$ cat config.mk
export PLATFORM = sky130hd
export DESIGN_NAME = lns2fp_conv
export DESIGN_NICKNAME = d
export VERILOG_FILES = /design/src/rtl/lns2fp_pkg.sv /design/src/rtl/lns2fp_classify.sv /design/src/rtl/lns2fp_pow_table.sv /design/src/rtl/lns2fp_mul_stage.sv /design/src/rtl/lns2fp_conv.sv
export SDC_FILE = /design/constraint.sdc
export NUM_CORES = 1
export LEC_CHECK = 0
export ABC_AREA = 1
export BUFFER_PORTS_ARGS = -buffer_cell sky130_fd_sc_hd__buf_4
export CAP_MARGIN = 10
export CORE_UTILIZATION = 49
export CTS_BUF_LIST = sky130_fd_sc_hd__clkbuf_8
export CTS_CLUSTER_SIZE = 25
export DETAILED_ROUTE_END_ITERATION = 8
export MAX_ROUTING_LAYER = met4
export PLACE_DENSITY = 0.72
export SLEW_MARGIN = 20
export SYNTH_ARGS = -nofsm -noshare
export SYNTH_HDL_FRONTEND = slang
export SYNTH_HIERARCHICAL = 1
export SYNTH_SLANG_ARGS = --single-unit
$ cat constraint.sdc
create_clock -name clk -period 4.3 [get_ports clk]
set_input_delay 0 -clock clk [delete_from_list [all_inputs] [get_ports clk]]
set_output_delay 0 -clock clk [all_outputs]
set_load 0.02 [all_outputs]
$ cat src/rtl/lns2fp_pkg.sv
package lns2fp_pkg;

  typedef enum logic [1:0] {
    KIND_ZERO = 2'b00,
    KIND_NORM = 2'b01,
    KIND_INF  = 2'b10,
    KIND_NAN  = 2'b11
  } kind_e;

  // Partial power for one slice, scaled by 2^frac_bits and truncated.
  // Evaluated only with constant arguments, at elaboration.
  function automatic int pow_entry(int slice_w, int slice_idx, int value, int frac_bits);
    real expo;
    real scaled;
    expo   = real'(value) / (2.0 ** (slice_w * (slice_idx + 1)));
    scaled = (2.0 ** expo) * (2.0 ** frac_bits);
    return $rtoi(scaled);
  endfunction

endpackage

$ cat src/rtl/lns2fp_classify.sv
module lns2fp_classify
  import lns2fp_pkg::*;
#(
  parameter int INT_W = 5,
  parameter int EXP_W = 4
) (
  input  logic [1:0]       flags,
  input  logic [INT_W-1:0] ipart,
  output kind_e            kind,
  output logic [EXP_W-1:0] exp_biased
);
  localparam int XW = ((INT_W > EXP_W) ? INT_W : EXP_W) + 2;
  localparam logic signed [XW-1:0] BIAS_X = XW'((1 << (EXP_W - 1)) - 1);
  localparam logic signed [XW-1:0] EMAX_X = XW'((1 << EXP_W) - 2);
  localparam logic [INT_W-1:0]     IMIN   = {1'b1, {(INT_W-1){1'b0}}};

  logic signed [XW-1:0] ext;
  logic signed [XW-1:0] biased;
  logic                 exp_under;
  logic                 exp_over;

  assign ext        = XW'(signed'(ipart));
  assign biased     = ext + BIAS_X;
  assign exp_under  = (ipart == IMIN) || (biased <= 0);
  assign exp_over   = biased > EMAX_X;
  assign exp_biased = biased[EXP_W-1:0];

  always_comb begin
    unique case (flags)
      2'b00:   kind = KIND_ZERO;
      2'b10:   kind = KIND_INF;
      2'b11:   kind = KIND_NAN;
      default: kind = exp_under ? KIND_ZERO : (exp_over ? KIND_INF : KIND_NORM);
    endcase
  end

  // Each R5 and R6 condition must land on exactly one class.
  always_comb begin
    assert_range_exclusive_R5: assert (!(exp_under && exp_over));
  end
endmodule

$ cat src/rtl/lns2fp_pow_table.sv
module lns2fp_pow_table
  import lns2fp_pkg::*;
#(
  parameter int SLICE_W   = 3,
  parameter int SLICE_IDX = 0,
  parameter int FRAC_P    = 8
) (
  input  logic [SLICE_W-1:0] idx,
  output logic [FRAC_P:0]    val
);
  localparam int DEPTH = 1 << SLICE_W;

  logic [FRAC_P:0] rom [DEPTH];

  for (genvar j = 0; j < DEPTH; j++) begin : g_entry
    assign rom[j] = (FRAC_P + 1)'(pow_entry(SLICE_W, SLICE_IDX, j, FRAC_P));
  end

  assign val = rom[idx];

  // every partial power lies in [1,2).
  always_comb begin
    assert_entry_unit_range_R7: assert (val[FRAC_P] == 1'b1);
  end
endmodule

$ cat src/rtl/lns2fp_mul_stage.sv
module lns2fp_mul_stage #(
  parameter int VW     = 9,
  parameter int PASS_W = 8
) (
  input  logic              clk,
  input  logic              rst_n,
  input  logic              valid_i,
  input  logic [VW-1:0]     acc_i,
  input  logic [VW-1:0]     fac_i,
  input  logic [PASS_W-1:0] pass_i,
  output logic              valid_o,
  output logic [VW-1:0]     acc_o,
  output logic [PASS_W-1:0] pass_o
);
  localparam int PW = 2 * VW;
  localparam int FP = VW - 1;

  logic [PW-1:0] prod;
  logic          prod_ge_two;
  logic          prod_lt_one;

  assign prod        = PW'(acc_i) * PW'(fac_i);
  assign prod_ge_two = prod[PW-1];
  assign prod_lt_one = !prod[PW-2];

  always_ff @(posedge clk) begin
    if (!rst_n) valid_o <= 1'b0;
    else        valid_o <= valid_i;
    acc_o  <= prod[2*FP -: VW];
    pass_o <= pass_i;
  end

  // the product of partial powers stays inside [1,2).
  assert_prod_in_range_R7: assert property (@(posedge clk) disable iff (!rst_n)
    valid_i |-> (!prod_ge_two && !prod_lt_one));

  // each stage delays valid by exactly one cycle.
  assert_stage_valid_delay_R9: assert property (@(posedge clk) disable iff (!rst_n)
    $past(rst_n) |-> (valid_o == $past(valid_i)));
endmodule

$ cat src/rtl/lns2fp_conv.sv
module lns2fp_conv
  import lns2fp_pkg::*;
#(
  parameter int INT_W      = 5,
  parameter int FRAC_W     = 6,
  parameter int EXP_W      = 4,
  parameter int MANT_W     = 6,
  parameter int NUM_SLICES = 2
) (
  input  logic                    clk,
  input  logic                    rst_n,
  input  logic                    in_valid,
  input  logic [1:0]              in_flags,
  input  logic                    in_sign,
  input  logic [INT_W+FRAC_W-1:0] in_log,
  output logic                    out_valid,
  output logic                    out_sign,
  output logic [EXP_W-1:0]        out_exp,
  output logic [MANT_W-1:0]       out_frac
);
  localparam int SLICE_W = FRAC_W / NUM_SLICES;
  localparam int FP      = MANT_W + 2;
  localparam int VW      = FP + 1;
  localparam int SIDE_W  = 1 + 2 + EXP_W;
  localparam int PARTS_W = NUM_SLICES * VW;
  localparam int PASS_W  = SIDE_W + PARTS_W;
  localparam logic [EXP_W-1:0]  EXP_ONES = '1;
  localparam logic [MANT_W-1:0] NAN_FRAC = MANT_W'(1) << (MANT_W - 1);

  // Decode and table lookup
  kind_e            c_kind;
  logic [EXP_W-1:0] c_exp;
  logic [PARTS_W-1:0] c_parts;

  lns2fp_classify #(.INT_W(INT_W), .EXP_W(EXP_W)) u_classify (
    .flags      (in_flags),
    .ipart      (in_log[INT_W+FRAC_W-1:FRAC_W]),
    .kind       (c_kind),
    .exp_biased (c_exp)
  );

  for (genvar s = 0; s < NUM_SLICES; s++) begin : g_slice
    lns2fp_pow_table #(.SLICE_W(SLICE_W), .SLICE_IDX(s), .FRAC_P(FP)) u_tab (
      .idx (in_log[FRAC_W-1-s*SLICE_W -: SLICE_W]),
      .val (c_parts[s*VW +: VW])
    );
  end

  // Pipeline chain: index 0 is the lookup register
  logic              ch_valid [NUM_SLICES];
  logic [VW-1:0]     ch_acc   [NUM_SLICES];
  logic [PASS_W-1:0] ch_pass  [NUM_SLICES];

  always_ff @(posedge clk) begin
    if (!rst_n) ch_valid[0] <= 1'b0;
    else        ch_valid[0] <= in_valid;
    ch_acc[0]  <= c_parts[0 +: VW];
    ch_pass[0] <= {in_sign, c_kind, c_exp, c_parts};
  end

  for (genvar i = 1; i < NUM_SLICES; i++) begin : g_mul
    lns2fp_mul_stage #(.VW(VW), .PASS_W(PASS_W)) u_mul (
      .clk     (clk),
      .rst_n   (rst_n),
      .valid_i (ch_valid[i-1]),
      .acc_i   (ch_acc[i-1]),
      .fac_i   (ch_pass[i-1][i*VW +: VW]),
      .pass_i  (ch_pass[i-1]),
      .valid_o (ch_valid[i]),
      .acc_o   (ch_acc[i]),
      .pass_o  (ch_pass[i])
    );
  end

  // Output packing
  logic              f_valid;
  logic [VW-1:0]     f_acc;
  logic              f_sign;
  kind_e             f_kind;
  logic [EXP_W-1:0]  f_exp;
  logic [EXP_W-1:0]  n_exp;
  logic [MANT_W-1:0] n_frac;

  assign f_valid = ch_valid[NUM_SLICES-1];
  assign f_acc   = ch_acc[NUM_SLICES-1];
  assign f_sign  = ch_pass[NUM_SLICES-1][PASS_W-1];
  assign f_kind  = kind_e'(ch_pass[NUM_SLICES-1][PASS_W-2 -: 2]);
  assign f_exp   = ch_pass[NUM_SLICES-1][PARTS_W +: EXP_W];

  always_comb begin
    unique case (f_kind)
      KIND_ZERO: begin n_exp = '0;       n_frac = '0;       end
      KIND_INF:  begin n_exp = EXP_ONES; n_frac = '0;       end
      KIND_NAN:  begin n_exp = EXP_ONES; n_frac = NAN_FRAC; end
      default:   begin n_exp = f_exp;    n_frac = f_acc[FP-1 -: MANT_W]; end
    endcase
  end

  always_ff @(posedge clk) begin
    if (!rst_n) out_valid <= 1'b0;
    else        out_valid <= f_valid;
    out_sign <= f_sign;
    out_exp  <= n_exp;
    out_frac <= n_frac;
  end

  // no denormals, so a zero exponent always carries a zero fraction.
  assert_zero_exp_clears_frac_R5: assert property (@(posedge clk) disable iff (!rst_n)
    (out_valid && out_exp == '0) |-> (out_frac == '0));

  // an all-ones exponent carries either the infinity or the NaN fraction.
  assert_special_payload_R3: assert property (@(posedge clk) disable iff (!rst_n)
    (out_valid && out_exp == EXP_ONES) |-> (out_frac == '0 || out_frac == NAN_FRAC));

  // a normal result never reaches the reserved exponent values.
  assert_norm_exp_range_R4: assert property (@(posedge clk) disable iff (!rst_n)
    (f_valid && f_kind == KIND_NORM) |-> (f_exp != '0 && f_exp != EXP_ONES));

  // the final product has its hidden one in place.
  assert_final_hidden_one_R7: assert property (@(posedge clk) disable iff (!rst_n)
    f_valid |-> f_acc[VW-1]);

  // the output register delays valid by one cycle.
  assert_out_valid_delay_R9: assert property (@(posedge clk) disable iff (!rst_n)
    $past(rst_n) |-> (out_valid == $past(f_valid)));
endmodule

# == Yosys cells after proc, flatten, opt, wreduce, memory -nomap -nowiden ==
# Memory sizes are Yosys's and may differ from the RTL's. A register that Yosys moved wholly into a read port is not among the register bits.
# Index checks and enable logic that the tools add are counted.
# classes
n_lt_le_gt_ge,4
eq_ne,5
n_addsub,1
n_reduce_logical,5
mul,1
mux,9
bitwise,2
# op_table
operator,count
$mux 9,4
$mul 9x9->16,1
$pmux 6 s2,1
$eq 2x2->1 const B,4
$ge 4x4->1 const B,2
$not 3->4,2
$pmux 4 s2,1
$add 5x4->6 const B,1
$gt 6x5->1 const B,1
$le 6x1->1 const B,1
$pmux 2 s3,1
$eq 5x5->1 const B,1
$logic_not 2->1,2
$mux 2,2
$reduce_or 2->1,2
$logic_or 1x1->1,1
# word_totals
output_inout_bits,12
romBits,144
ff_bits,81
wordCells,39
mem_count,2
inputBits,17
# memory_table
name,words,width,read_ports,rd_ports_with_merged_regs,write_ports,line,rtl
(name not given),8,9,1,1,0,lns2fp_pow_table.sv:19,assign val = rom[idx];
(name not given),8,9,1,0,0,lns2fp_pow_table.sv:19,

# == Longest topological paths before layout ==
# logic_depth
depth_word,5
ltp_mapped,22
ltp_nobuf,21

# == Cells and area by module ==
# Netlist, hierarchy kept.
# modules_own_cells
module,instances,area_per_inst_um2,seq_area_each_um2,cells_each
lns2fp_mul_stage,1,3435.8,700.7,438
lns2fp_conv,1,864.6,760.7,65
lns2fp_pow_table at g_slice[0].u_tab,1,165.2,0.0,30
lns2fp_classify,1,152.6,0.0,32
lns2fp_pow_table at g_slice[1].u_tab,1,92.6,0.0,19

# == Worst setup path before layout ==
# No wires, ideal clock.
# synth_timing
path_kind,flip-flop to flip-flop
start,register ch_pass[41] (netlist bit)
end,register g_mul[1].u_mul/acc_o[5] (netlist name)
required_ns,4.188
setup_ns,0.112
setup_slack_ns,0.398
synth_period_minus_slack_ns,3.902
t_arrival_ns,3.790
path_buffers,1
stages_incl_launch_ff,19
path_cell_list,dfxtp_1 clkbuf_1 nand2_1 fa_1 fa_1 inv_1 fa_1 inv_1 fa_1 inv_1 ha_1 nand2_1 clkinv_1 a21oi_1 o21ai_2 nand3_1 nand2_1 nand2_1 nand2_1
# synth_between
elab_chain_len,1
# synth_lines
item,line,rtl
"start, declared",lns2fp_conv.sv:52,logic [PASS_W-1:0] ch_pass [NUM_SLICES];
$mul 9x9->16,lns2fp_mul_stage.sv:22,assign prod = PW'(acc_i) * PW'(fac_i);
net g_mul[1].u_mul.prod[13],lns2fp_mul_stage.sv:18,logic [PW-1:0] prod;
# The timed path passes the listed nets, and every way through them passes these cells.
# A chain may end at the register's enable or synchronous reset.

# == Worst setup path in the final report ==
# layout_timing
start,register ch_pass[41] (netlist bit)
end,register g_mul[1].u_mul/acc_o[5] (netlist name)
# layout_between
elab_chain_len,1
# layout_lines
item,line
$mul 9x9->16,lns2fp_mul_stage.sv:22
net g_mul[1].u_mul.prod[13],lns2fp_mul_stage.sv:18
# The timed path passes the listed nets, and every way through them passes these cells.

==> results.sh <==
export IMPL_met2_wirelength_um=3680
export IMPL_route_met3_wl_um=220
export IMPL_fmax_mhz=245.0
export IMPL_die_h_um=94.17
export IMPL_place_ws_ns=0.2236
export IMPL_core_um2=8217
export IMPL_crit_required_ns=4.51
export IMPL_ant_nets=0
export IMPL_viasPerCell=4.539
export IMPL_stdcell_count=675
export IMPL_worst_path_max_delay_cell="fa_1"
export IMPL_final_util=0.5649
export IMPL_clockBufferDepth=2
export IMPL_dp_hpwl_um=5952
export IMPL_placed_area_um2=4385
export IMPL_seqPwrFrac=0.345
export IMPL_htreeDepth=2
export IMPL_wirelength_um=7386
export IMPL_grt_ovfl_total=0
export IMPL_power_frac_comb=0.501
export IMPL_arrival_ns=4.29
export IMPL_timing_rr_end="g_mul[1].u_mul/acc_o[5]"
export IMPL_swShare=0.4187
export IMPL_dr_first_iter_drc_count=143
export IMPL_p_leak_nw=2.864
export IMPL_syn_area_um2=4163
export IMPL_stdcell_area_um2=4642
export IMPL_io_pins=29
export IMPL_hold_viol_final=0
export IMPL_synth_avg_cell_area_um2=7.737
export IMPL_max_stage_delay_ns=0.55
export IMPL_clock_skew_ns=0.008999
export IMPL_critPathKind="reg2reg"
export IMPL_power_mw=1.729
export IMPL_cp_endpoint="g_mul[1].u_mul/acc_o[5]"
export IMPL_rsz0062_at_grt="false"
export IMPL_setup_violations=0
export IMPL_place_port_buffers=28
export IMPL_switching_power_uw=723.7
export IMPL_layout_nets=673
export IMPL_vias=3064
export IMPL_die_x_um=94.17
export IMPL_cts_buffers=5
export IMPL_dieArea_um2=8868
export IMPL_cts_root_buf="clkbuf_8"
export IMPL_power_density_nw_per_um2=372.4
export IMPL_holdWs_ns=0.08387
export IMPL_cts_sinks=52
export IMPL_fin_tns_setup_ns=0
export IMPL_setup_slack_ns=0.2179
export IMPL_end_kind="flip-flop"
export IMPL_wl_per_cell_um=10.94
export IMPL_start_util=0.5066
export IMPL_cp_cell_sequence="nand2_1 -> fa_1 -> fa_1 -> inv_1 -> fa_1 -> inv_1 -> fa_1 -> inv_1 -> ha_1 -> nand2_1 -> clkinv_1 -> a21oi_1 -> o21ai_2 -> nand3_1 -> nand2_1 -> nand2_1 -> nand2_1"
export IMPL_regToRegSetupSlack_ns=0.22
export IMPL_max_cap_viol_count=0
export IMPL_syn_to_final_growth_pct=11.51
export IMPL_post_route_min_period_ns=4.082
export IMPL_min_path_type="in2reg"
export IMPL_antenna_found_initial=0
export IMPL_drc=0
export IMPL_slew_viol_final=0
export IMPL_finalWeightedCongestion=0.8918
export IMPL_start_kind="flip-flop"
export IMPL_yosysWarningCount=6
export IMPL_post_place_cells=650
export IMPL_status="complete, no violations"
export IMPL_insertion_delay_ns=0.30
export IMPL_drt_pass1_iterations=4
export IMPL_critPathLaunch="ch_pass[41]"
export IMPL_post_route_period_util=0.9493
export IMPL_rows=33
export IMPL_cts_resized=0
export IMPL_grt_pass1_vias=3203
export IMPL_reg2reg_depth=17
export IMPL_crit_fanout=9
export IMPL_path_common_cell="nand2_1"
export IMPL_grt_start_max_net_pins=17
export IMPL_synthCells=538
export IMPL_n_antenna_cell=0
export IMPL_route_top_layer_used="met4"
export IMPL_cts_tree="built"
export IMPL_grt_first_pass_wirelength_um=13440
export IMPL_path_clk_slew_ns=0.09
export IMPL_p_int_mw=1.005
export IMPL_pwr_share_clk=0.154
export IMPL_wl_met1_um=3401
export IMPL_drive_above_1_share=0.1018
export IMPL_vdd_drop_max_mv=0.1852
export IMPL_r2r_start="ch_pass[41]"
export IMPL_track_usage=0.1965
worst min path at each step:
| stage | start | to | slack [ns] | cells after the start |
|---|---|---|---|---|
| floorplan | in_sign | ch_pass[49] | 0.03 | 0 |
| global placement | in_sign | ch_pass[49] | 0.11 | 1 |
| detailed placement | in_sign | ch_pass[49] | 0.11 | 1 |
| CTS | in_log[4] | ch_pass[30] | 0.08 | 4 |
| global route | in_log[4] | ch_pass[30] | 0.09 | 4 |
| finish | in_log[4] | ch_pass[30] | 0.08 | 4 |
placed cells by master (no fill, tap or decap):
cell type,n
nand3_1,12
a31o_2,1
dfxtp_1,52
buf_4,28
o21ai_1,1
fa_1,48
ha_1,39
nor2_4,2
clkinv_2,1
or2_1,1
o21ai_2,1
nor2_1,22
inv_6,1
a21oi_2,1
dlygate4sd3_1,17
nand3_2,1
nand2_2,10
inv_2,4
clkbuf_8,5
a31oi_1,1
clkinv_1,3
inv_1,146
o21bai_1,1
xor2_1,2
o21ai_0,1
o21bai_2,1
nand2_1,153
a21o_1,1
nand2_4,2
nand3b_1,1
a21oi_1,6
conb_1,5
layout make-up:
type                       count  area, um2
timing repair buffer          45      380.4
clock inverter                 3      17.52
inverter                     152      570.5
sequential                    52       1041
multi-input combinational    313       2432
fill                         754       3575
tap                          105      131.4
clock buffer                   5      68.82
registers in the layout, summed over array words and instances, names as in the netlist:
| name | count |
|---|---|
| ch_pass | 25 |
| ch_valid | 1 |
| g_mul.u_mul/acc_o | 6 |
| g_mul.u_mul/pass_o | 7 |
| g_mul.u_mul/valid_o | 1 |
| out_exp | 4 |
| out_frac | 6 |
| out_sign | 1 |
| out_valid | 1 |
repair_timing:
item | 4_1_cts | 5_1_grt
hold buffers | 17 | 0
endpoints found under the hold margin | 21 | 0
buffers inserted | 0 | 0
worst max-delay path, delay by kind of cell (launching register included):
kind / cells / cell delay [ns]
flops: 1 / 0.54
simple gates: 6 / 0.50
buf+inv: 4 / 0.24
fa+ha+maj: 5 / 2.45
compound gates: 2 / 0.27
routing by layer:
| layer | vias to the layer above | track usage |
|---|---|---|
| met5 | - | - |
| met4 | 0 | 0.05000 |
| met3 | 9 | 0.02427 |
| met2 | 51 | 0.3448 |
| met1 | 1449 | 0.2386 |
| li1 | 1555 | - |
power by group through the flow:
stage	combinational (mW)	clock, mW	sequential [mW]
2_1_floorplan	0.675	0	0.591
3_3_place_gp	0.824	0	0.606
3_5_place_dp	0.848	0	0.607
4_1_cts	0.870	0.274	0.597
5_1_grt	1.02	0.292	0.605
6_report	0.865	0.267	0.596
(Power assumes the default switching activity.)
